**config.mk**
```make
export PLATFORM = sky130hd
export DESIGN_NAME = sts_event_set
export DESIGN_NICKNAME = d
export VERILOG_FILES = /design/src/rtl/sts_pkg.sv /design/src/rtl/sts_edge_detect.sv /design/src/rtl/sts_event_latch.sv /design/src/rtl/sts_enable_reg.sv /design/src/rtl/sts_readback.sv /design/src/rtl/sts_event_set.sv
export SDC_FILE = /design/constraint.sdc
export NUM_CORES = 1
export LEC_CHECK = 0
export ABC_AREA = 1
export BUFFER_PORTS_ARGS = -buffer_cell sky130_fd_sc_hd__buf_2
export CORE_MARGIN = 2
export CORE_UTILIZATION = 29
export CTS_CLUSTER_DIAMETER = 120
export DETAILED_ROUTE_END_ITERATION = 10
export GPL_TIMING_DRIVEN = 0
export PLACE_DENSITY_LB_ADDON = 0.05
export SETUP_SLACK_MARGIN = 0.5
export SYNTH_ARGS = -nofsm -noshare
export SYNTH_HDL_FRONTEND = slang
export SYNTH_SLANG_ARGS = --single-unit
```
**constraint.sdc**
```tcl
create_clock -name clk -period 0.87 [get_ports clk]
set_input_delay 0.0435 -clock clk [delete_from_list [all_inputs] [get_ports clk]]
set_output_delay 0.0435 -clock clk [all_outputs]
set_load 0.01 [all_outputs]
```
**src/rtl/sts_pkg.sv**
```systemverilog
package sts_pkg;
  localparam int ADDR_W = 2;
  typedef enum logic [ADDR_W-1:0] {
    SEL_COND = 2'd0,
    SEL_EVT  = 2'd1,
    SEL_EN   = 2'd2,
    SEL_NONE = 2'd3
  } reg_sel_e;
endpackage

```
**src/rtl/sts_edge_detect.sv**
```systemverilog
module sts_edge_detect #(
  parameter int WIDTH = 16
) (
  input  logic             clk,
  input  logic             rst,
  input  logic [WIDTH-1:0] cond_i,
  output logic [WIDTH-1:0] rise_o
);
  logic [WIDTH-1:0] cond_q;

  always_ff @(posedge clk) begin
    if (rst) cond_q <= '0;
    else     cond_q <= cond_i;
  end

  assign rise_o = cond_i & ~cond_q;

  // a rise is reported only when the input was low on the previous cycle
  p_rise_from_low_r2: assert property (@(posedge clk) disable iff (rst)
    1'b1 |=> ((rise_o & $past(cond_i)) == '0));
endmodule

```
**src/rtl/sts_event_latch.sv**
```systemverilog
module sts_event_latch #(
  parameter int WIDTH = 16
) (
  input  logic             clk,
  input  logic             rst,
  input  logic [WIDTH-1:0] rise_i,
  input  logic             clr_i,
  output logic [WIDTH-1:0] evt_o
);
  logic [WIDTH-1:0] evt_q;

  for (genvar b = 0; b < WIDTH; b++) begin : g_bit
    always_ff @(posedge clk) begin
      if (rst)            evt_q[b] <= 1'b0;
      else if (clr_i)     evt_q[b] <= rise_i[b];
      else if (rise_i[b]) evt_q[b] <= 1'b1;
    end
  end

  assign evt_o = evt_q;

  // without a clear, a set bit stays set
  p_sticky_r2: assert property (@(posedge clk) disable iff (rst)
    !clr_i |=> ((evt_q & $past(evt_q)) == $past(evt_q)));
  // a rise always lands in the register
  p_rise_lands_r2: assert property (@(posedge clk) disable iff (rst)
    1'b1 |=> ((evt_q & $past(rise_i)) == $past(rise_i)));
  // after a clear only same-cycle rises remain
  p_clear_r4: assert property (@(posedge clk) disable iff (rst)
    clr_i |=> ((evt_q & ~$past(rise_i)) == '0));
endmodule

```
**src/rtl/sts_enable_reg.sv**
```systemverilog
module sts_enable_reg #(
  parameter int WIDTH = 16
) (
  input  logic             clk,
  input  logic             rst,
  input  logic             wr_i,
  input  logic [WIDTH-1:0] wdata_i,
  output logic [WIDTH-1:0] en_o
);
  logic [WIDTH-1:0] en_q;

  always_ff @(posedge clk) begin
    if (rst)       en_q <= '0;
    else if (wr_i) en_q <= wdata_i;
  end

  assign en_o = en_q;

  p_en_load_r6: assert property (@(posedge clk) disable iff (rst)
    wr_i |=> (en_q == $past(wdata_i)));
  // only a host write moves the mask
  p_en_hold_r6: assert property (@(posedge clk) disable iff (rst)
    !wr_i |=> $stable(en_q));
endmodule

```
**src/rtl/sts_readback.sv**
```systemverilog
module sts_readback
  import sts_pkg::*;
#(
  parameter int WIDTH = 16
) (
  input  logic             clk,
  input  logic             rst,
  input  logic             rd_i,
  input  reg_sel_e         sel_i,
  input  logic [WIDTH-1:0] cond_i,
  input  logic [WIDTH-1:0] evt_i,
  input  logic [WIDTH-1:0] en_i,
  output logic [WIDTH-1:0] rdata_o
);
  logic [WIDTH-1:0] mux_d;
  logic [WIDTH-1:0] rdata_q;

  always_comb begin
    unique case (sel_i)
      SEL_COND: mux_d = cond_i;
      SEL_EVT:  mux_d = evt_i;
      SEL_EN:   mux_d = en_i;
      default:  mux_d = '0;
    endcase
  end

  always_ff @(posedge clk) begin
    if (rst)       rdata_q <= '0;
    else if (rd_i) rdata_q <= mux_d;
  end

  assign rdata_o = rdata_q;

  p_rd_hold_r9: assert property (@(posedge clk) disable iff (rst)
    !rd_i |=> $stable(rdata_q));
  p_rd_none_r9: assert property (@(posedge clk) disable iff (rst)
    (rd_i && sel_i == SEL_NONE) |=> (rdata_q == '0));
  p_rd_cond_r7: assert property (@(posedge clk) disable iff (rst)
    (rd_i && sel_i == SEL_COND) |=> (rdata_q == $past(cond_i)));
endmodule

```
**src/rtl/sts_event_set.sv**
```systemverilog
module sts_event_set
  import sts_pkg::*;
#(
  parameter int WIDTH = 16
) (
  input  logic              clk,
  input  logic              rst,
  input  logic [WIDTH-1:0]  cond_i,
  input  logic              clr_status_i,
  input  logic              preset_i,
  input  logic [ADDR_W-1:0] host_addr_i,
  input  logic              host_rd_i,
  input  logic              host_wr_i,
  input  logic [WIDTH-1:0]  host_wdata_i,
  output logic [WIDTH-1:0]  host_rdata_o,
  output logic              summary_o
);
  reg_sel_e         sel;
  logic [WIDTH-1:0] rise;
  logic [WIDTH-1:0] evt;
  logic [WIDTH-1:0] en;
  logic             evt_clr;
  logic             en_wr;
  logic             summary_q;

  assign sel     = reg_sel_e'(host_addr_i);
  assign evt_clr = clr_status_i | (host_rd_i & (sel == SEL_EVT));
  assign en_wr   = host_wr_i & (sel == SEL_EN);

  sts_edge_detect #(.WIDTH(WIDTH)) u_edge (
    .clk(clk), .rst(rst), .cond_i(cond_i), .rise_o(rise)
  );

  sts_event_latch #(.WIDTH(WIDTH)) u_evt (
    .clk(clk), .rst(rst), .rise_i(rise), .clr_i(evt_clr), .evt_o(evt)
  );

  sts_enable_reg #(.WIDTH(WIDTH)) u_en (
    .clk(clk), .rst(rst), .wr_i(en_wr), .wdata_i(host_wdata_i), .en_o(en)
  );

  sts_readback #(.WIDTH(WIDTH)) u_rb (
    .clk(clk), .rst(rst), .rd_i(host_rd_i), .sel_i(sel),
    .cond_i(cond_i), .evt_i(evt), .en_i(en), .rdata_o(host_rdata_o)
  );

  always_ff @(posedge clk) begin
    if (rst) summary_q <= 1'b0;
    else     summary_q <= |(evt & en);
  end

  assign summary_o = summary_q;

  p_summary_off_r8: assert property (@(posedge clk) disable iff (rst)
    ((evt & en) == '0) |=> !summary_o);
  p_summary_on_r8: assert property (@(posedge clk) disable iff (rst)
    ((evt & en) != '0) |=> summary_o);
  // preset alone leaves the events untouched
  p_preset_evt_r5: assert property (@(posedge clk) disable iff (rst)
    (preset_i && !evt_clr && rise == '0) |=> $stable(evt));
endmodule

```
==> results list <==
* Overall routing resource usage: 16.65%
- Number of max-cap violations: 0
- For the pin with the worst max-slew slack, the measured transition is 331.2 ps.
- The H-tree was split into 3 levels.
- Once the floorplan was initialized, standard cells occupied 29.66% of the core.
- Netlist cell types: 18
- Final layout net count: 476
- TritonCTS built the clock tree.
- Final weighted congestion in routability-driven placement: 0.7444
* Flops & latches, synth: 65
* Worst hold start: cond_i[4]
- Post-Route Utilization: 46.78%
- Worst hold-check slack: -46.54 ps
- The critical path is of the register to register type.
* Sink of the worst hold path: u_edge.cond_q[4]
- Avg Synthesized Cell Area: 7.727 um^2
* Area of the die: 10200 um^2
* Outcome: complete, but fails checks
- VDD sags by at most 0.0007832 V.
* Final setup slack of the worst path: -4.063 ps
- Total of warnings raised by yosys: 0
* Global-route congestion overflow total: 0
* Number of global-route vias before repair: 2418
- The routed layout has 2564 vias.
- Measured in cells, the most critical reg-to-reg path has a length of 6.
- The area growth from synthesis to layout is 57.71%.
* Power per unit of standard cell area: 1652 nW/um^2
- In the final routed layout, each cell accounts on average for 14.74 um.
* Total DRC errors in the routed layout: 0
* Share of the synthesized area in the top cell type: 47.71%
* Kind of end point of the critical path: register
* Sinks on Clock Net: 65
- Hold-critical path depth: 3
- CP Max Fanout: 3
- Number of rows created at floorplan: 35
* Cells taking the most area after synthesis: sky130_fd_sc_hd__dfxtp_1 (48%), sky130_fd_sc_hd__nand2_1 (12%), sky130_fd_sc_hd__nand3_1 (8.8%)
- Max Buffers Root-to-Sink: 2
* Worst setup slack for register-to-register paths: -4 ps
* Element type at the critical path start: register
- Cell taking the most area after synthesis: sky130_fd_sc_hd__dfxtp_1
- Crit Reg-Reg Endpoint: summary_o
- Final non-filler cell area: 4302 um^2
* Share of synthesized area occupied by flip-flops and latches: 47.71%
* Worst hold path class: primary input to register
- Using the TritonRoute via totals, the vias-per-cell ratio works out to 4.662.
- Port buffer count: 51
- The first global-routing pass estimated 12.74 mm of wire.
- Iteration count of the initial detailed-routing pass: 4
- Post-synthesis instance area: 2728 um^2
- When the netlist entered floorplanning its net count stood at 393.
* Placed Instances: 515
- The startpoint identified for the worst register-to-register timing path is u_en.en_o[11].
- Pleak: 0.001822 uW
- Post-layout instance count excluding filler cells: 550
* RSZ-0062 raised after global routing: yes
- The checks that failed: hold timing, setup timing.
- The die is 101.0 um wide.
* IO Count: 57
* Endpoint required time on the critical path: 1110 ps
- Data on the critical path arrives at its endpoint at 1110 ps.
- After filler insertion, the fill cell instance count of the layout stands at 955.
- Counting every instance in the synthesized netlist gives 353.
* Clock buffers created by TritonCTS: 9
- Clock latency on the worst-skew pair: 340 ps
* Number of DRC markers in iteration 0: 74
- Measured against its own limit, the worst slew margin works out to 77.92%.
- Final period utilization: 100.5%
- The number of hold violations in the final report came to 33.
* Total count of max-transition violations in the final report: 0
* Core region area: 9196 um^2
* Die height: 101.0 um
* Antenna violations before repair: 0
- Detailed placement ended at an HPWL of 5.613 mm.
* Max Clk Rate: 1144 MHz
- The detail route stage leaves a number of antenna-violating nets equal to 0.
- Cell area after placement: 3328 um^2
- Setup violations remaining at the end of the flow were counted as 1.
* Root buffer cell: sky130_fd_sc_hd__clkbuf_8
- Clock-pin slew reported for the worst setup and hold paths after clock tree synthesis: 70 ps
* Clock period minus worst slack: 874.1 ps
- Fraction of layout instances using a drive strength above 1: 66.06%
* Largest net degree at the start of global routing: 11
- Setup TNS Final: -4.063 ps
- Fin Clk Skew: 8.679 ps
- 0 antenna diodes ended up in the layout.
* Final Routed Wirelength: 8.105 mm
[cells by family after synthesis]
group                  count (synthesis)  share of synthesized area, %
DFF                                   65                         47.71
buffers and inverters                 60                         11.06
AOI/OAI and AO/OA                     64                         15.32
and+or+nand+nor                      164                         25.92
[through the flow]
| step | worst slack, ps | total power, uW |
|---|---|---|
| 5_1_grt | -82.43 | 7398 |
| 6_report | -4.063 | 7105 |
| 2_1_floorplan | 100.8 | 3877 |
| 3_5_place_dp | -62.35 | 4183 |
| 3_3_place_gp | -66.11 | 4176 |
| 4_1_cts | -4.969 | 7072 |
[placed cells by master, fill, tap and decap left out, drive strengths merged]
cell type,instances
inv,37
clkinvlp,1
nor2,23
buf,93
clkbuf,14
o21ai,16
a21oi,32
o32ai,16
nand3,50
nand2,91
bufinv,1
dfxtp,65
[worst max-delay path, stage by stage, from the launching register on]
cell and delay (ps):
sky130_fd_sc_hd__dfxtp_4 360, sky130_fd_sc_hd__nand2_1 60, sky130_fd_sc_hd__nand2_1 60, sky130_fd_sc_hd__nor2_2 90
sky130_fd_sc_hd__nand2_1 50, sky130_fd_sc_hd__nor2_1 100, sky130_fd_sc_hd__nor2_1 50
[sequential cells by signal, indices dropped and copies added, names as in the netlist]
| register | cells |
|---|---|
| u_rb.rdata_o | 16 |
| u_en.en_o | 16 |
| u_edge.cond_q | 16 |
| u_evt.evt_o | 16 |
| summary_o | 1 |
[where the power goes]
part	internal [uW]	total [uW]	leakage (uW)	switching, uW
logic	541	1130	0.00116	594
clock network	1530	2660	0.000101	1130
registers	3170	3310	0.000559	143
[final cells by class]
type / instances / area [um^2] / share of cell area (%)
Clock inverter: 2 / 37.54 / 0.8726
Inverter: 37 / 156.4 / 3.636
Sequential cell: 65 / 1389 / 32.29
Timing Repair Buffer: 72 / 565.5 / 13.15
Clock buffer: 12 / 165.2 / 3.839
Tap cell: 111 / 138.9 / 3.229
Multi-Input combinational cell: 228 / 1590 / 36.97
Buffer: 23 / 259.0 / 6.021
[cells in the mapped netlist]
| cell | n |
|---|---|
| sky130_fd_sc_hd__a21oi_1 | 22 |
| sky130_fd_sc_hd__a21oi_2 | 10 |
| sky130_fd_sc_hd__buf_2 | 10 |
| sky130_fd_sc_hd__buf_4 | 7 |
| sky130_fd_sc_hd__buf_6 | 4 |
| sky130_fd_sc_hd__clkbuf_1 | 2 |
| sky130_fd_sc_hd__dfxtp_1 | 65 |
| sky130_fd_sc_hd__inv_1 | 35 |
| sky130_fd_sc_hd__inv_4 | 1 |
| sky130_fd_sc_hd__inv_6 | 1 |
| sky130_fd_sc_hd__nand2_1 | 90 |
| sky130_fd_sc_hd__nand2_2 | 1 |
| sky130_fd_sc_hd__nand3_1 | 48 |
| sky130_fd_sc_hd__nand3_2 | 2 |
| sky130_fd_sc_hd__nor2_1 | 22 |
| sky130_fd_sc_hd__nor2_8 | 1 |
| sky130_fd_sc_hd__o21ai_0 | 16 |
| sky130_fd_sc_hd__o32ai_1 | 16 |
[repair_timing]
item / 4_1_cts / 5_1_grt
endpoints found under the hold margin: 42 / 26
pin swaps: 54 / 30
endpoints found under the setup margin: 66 / 66
gates resized for setup: 120 / 56
buffers inserted: 10 / 11
[routing by layer]
layer	vias up	track usage, %	wire, um
met5	-	0	0
met2	53	24.92	3562
met4	0	7.069	110
met1	1175	23.61	4153
met3	8	2.843	279
li1	1328	-	-
[worst max path at each step]
| stage | from | endpoint | slack (ps) | depth (start not counted) |
|---|---|---|---|---|
| floorplan | host_addr_i[0] | u_en.en_o[11] | 100 | 6 |
| detailed placement | host_addr_i[1] | u_rb.rdata_o[9] | -60 | 7 |
| global route | u_en.en_o[13] | summary_o | -80 | 6 |
| global placement | host_addr_i[1] | u_rb.rdata_o[11] | -70 | 7 |
| CTS | u_evt.evt_o[1] | summary_o | -5 | 6 |
| finish | u_en.en_o[11] | summary_o | -4 | 6 |
Note: power is estimated with default switching activity, not from simulation.
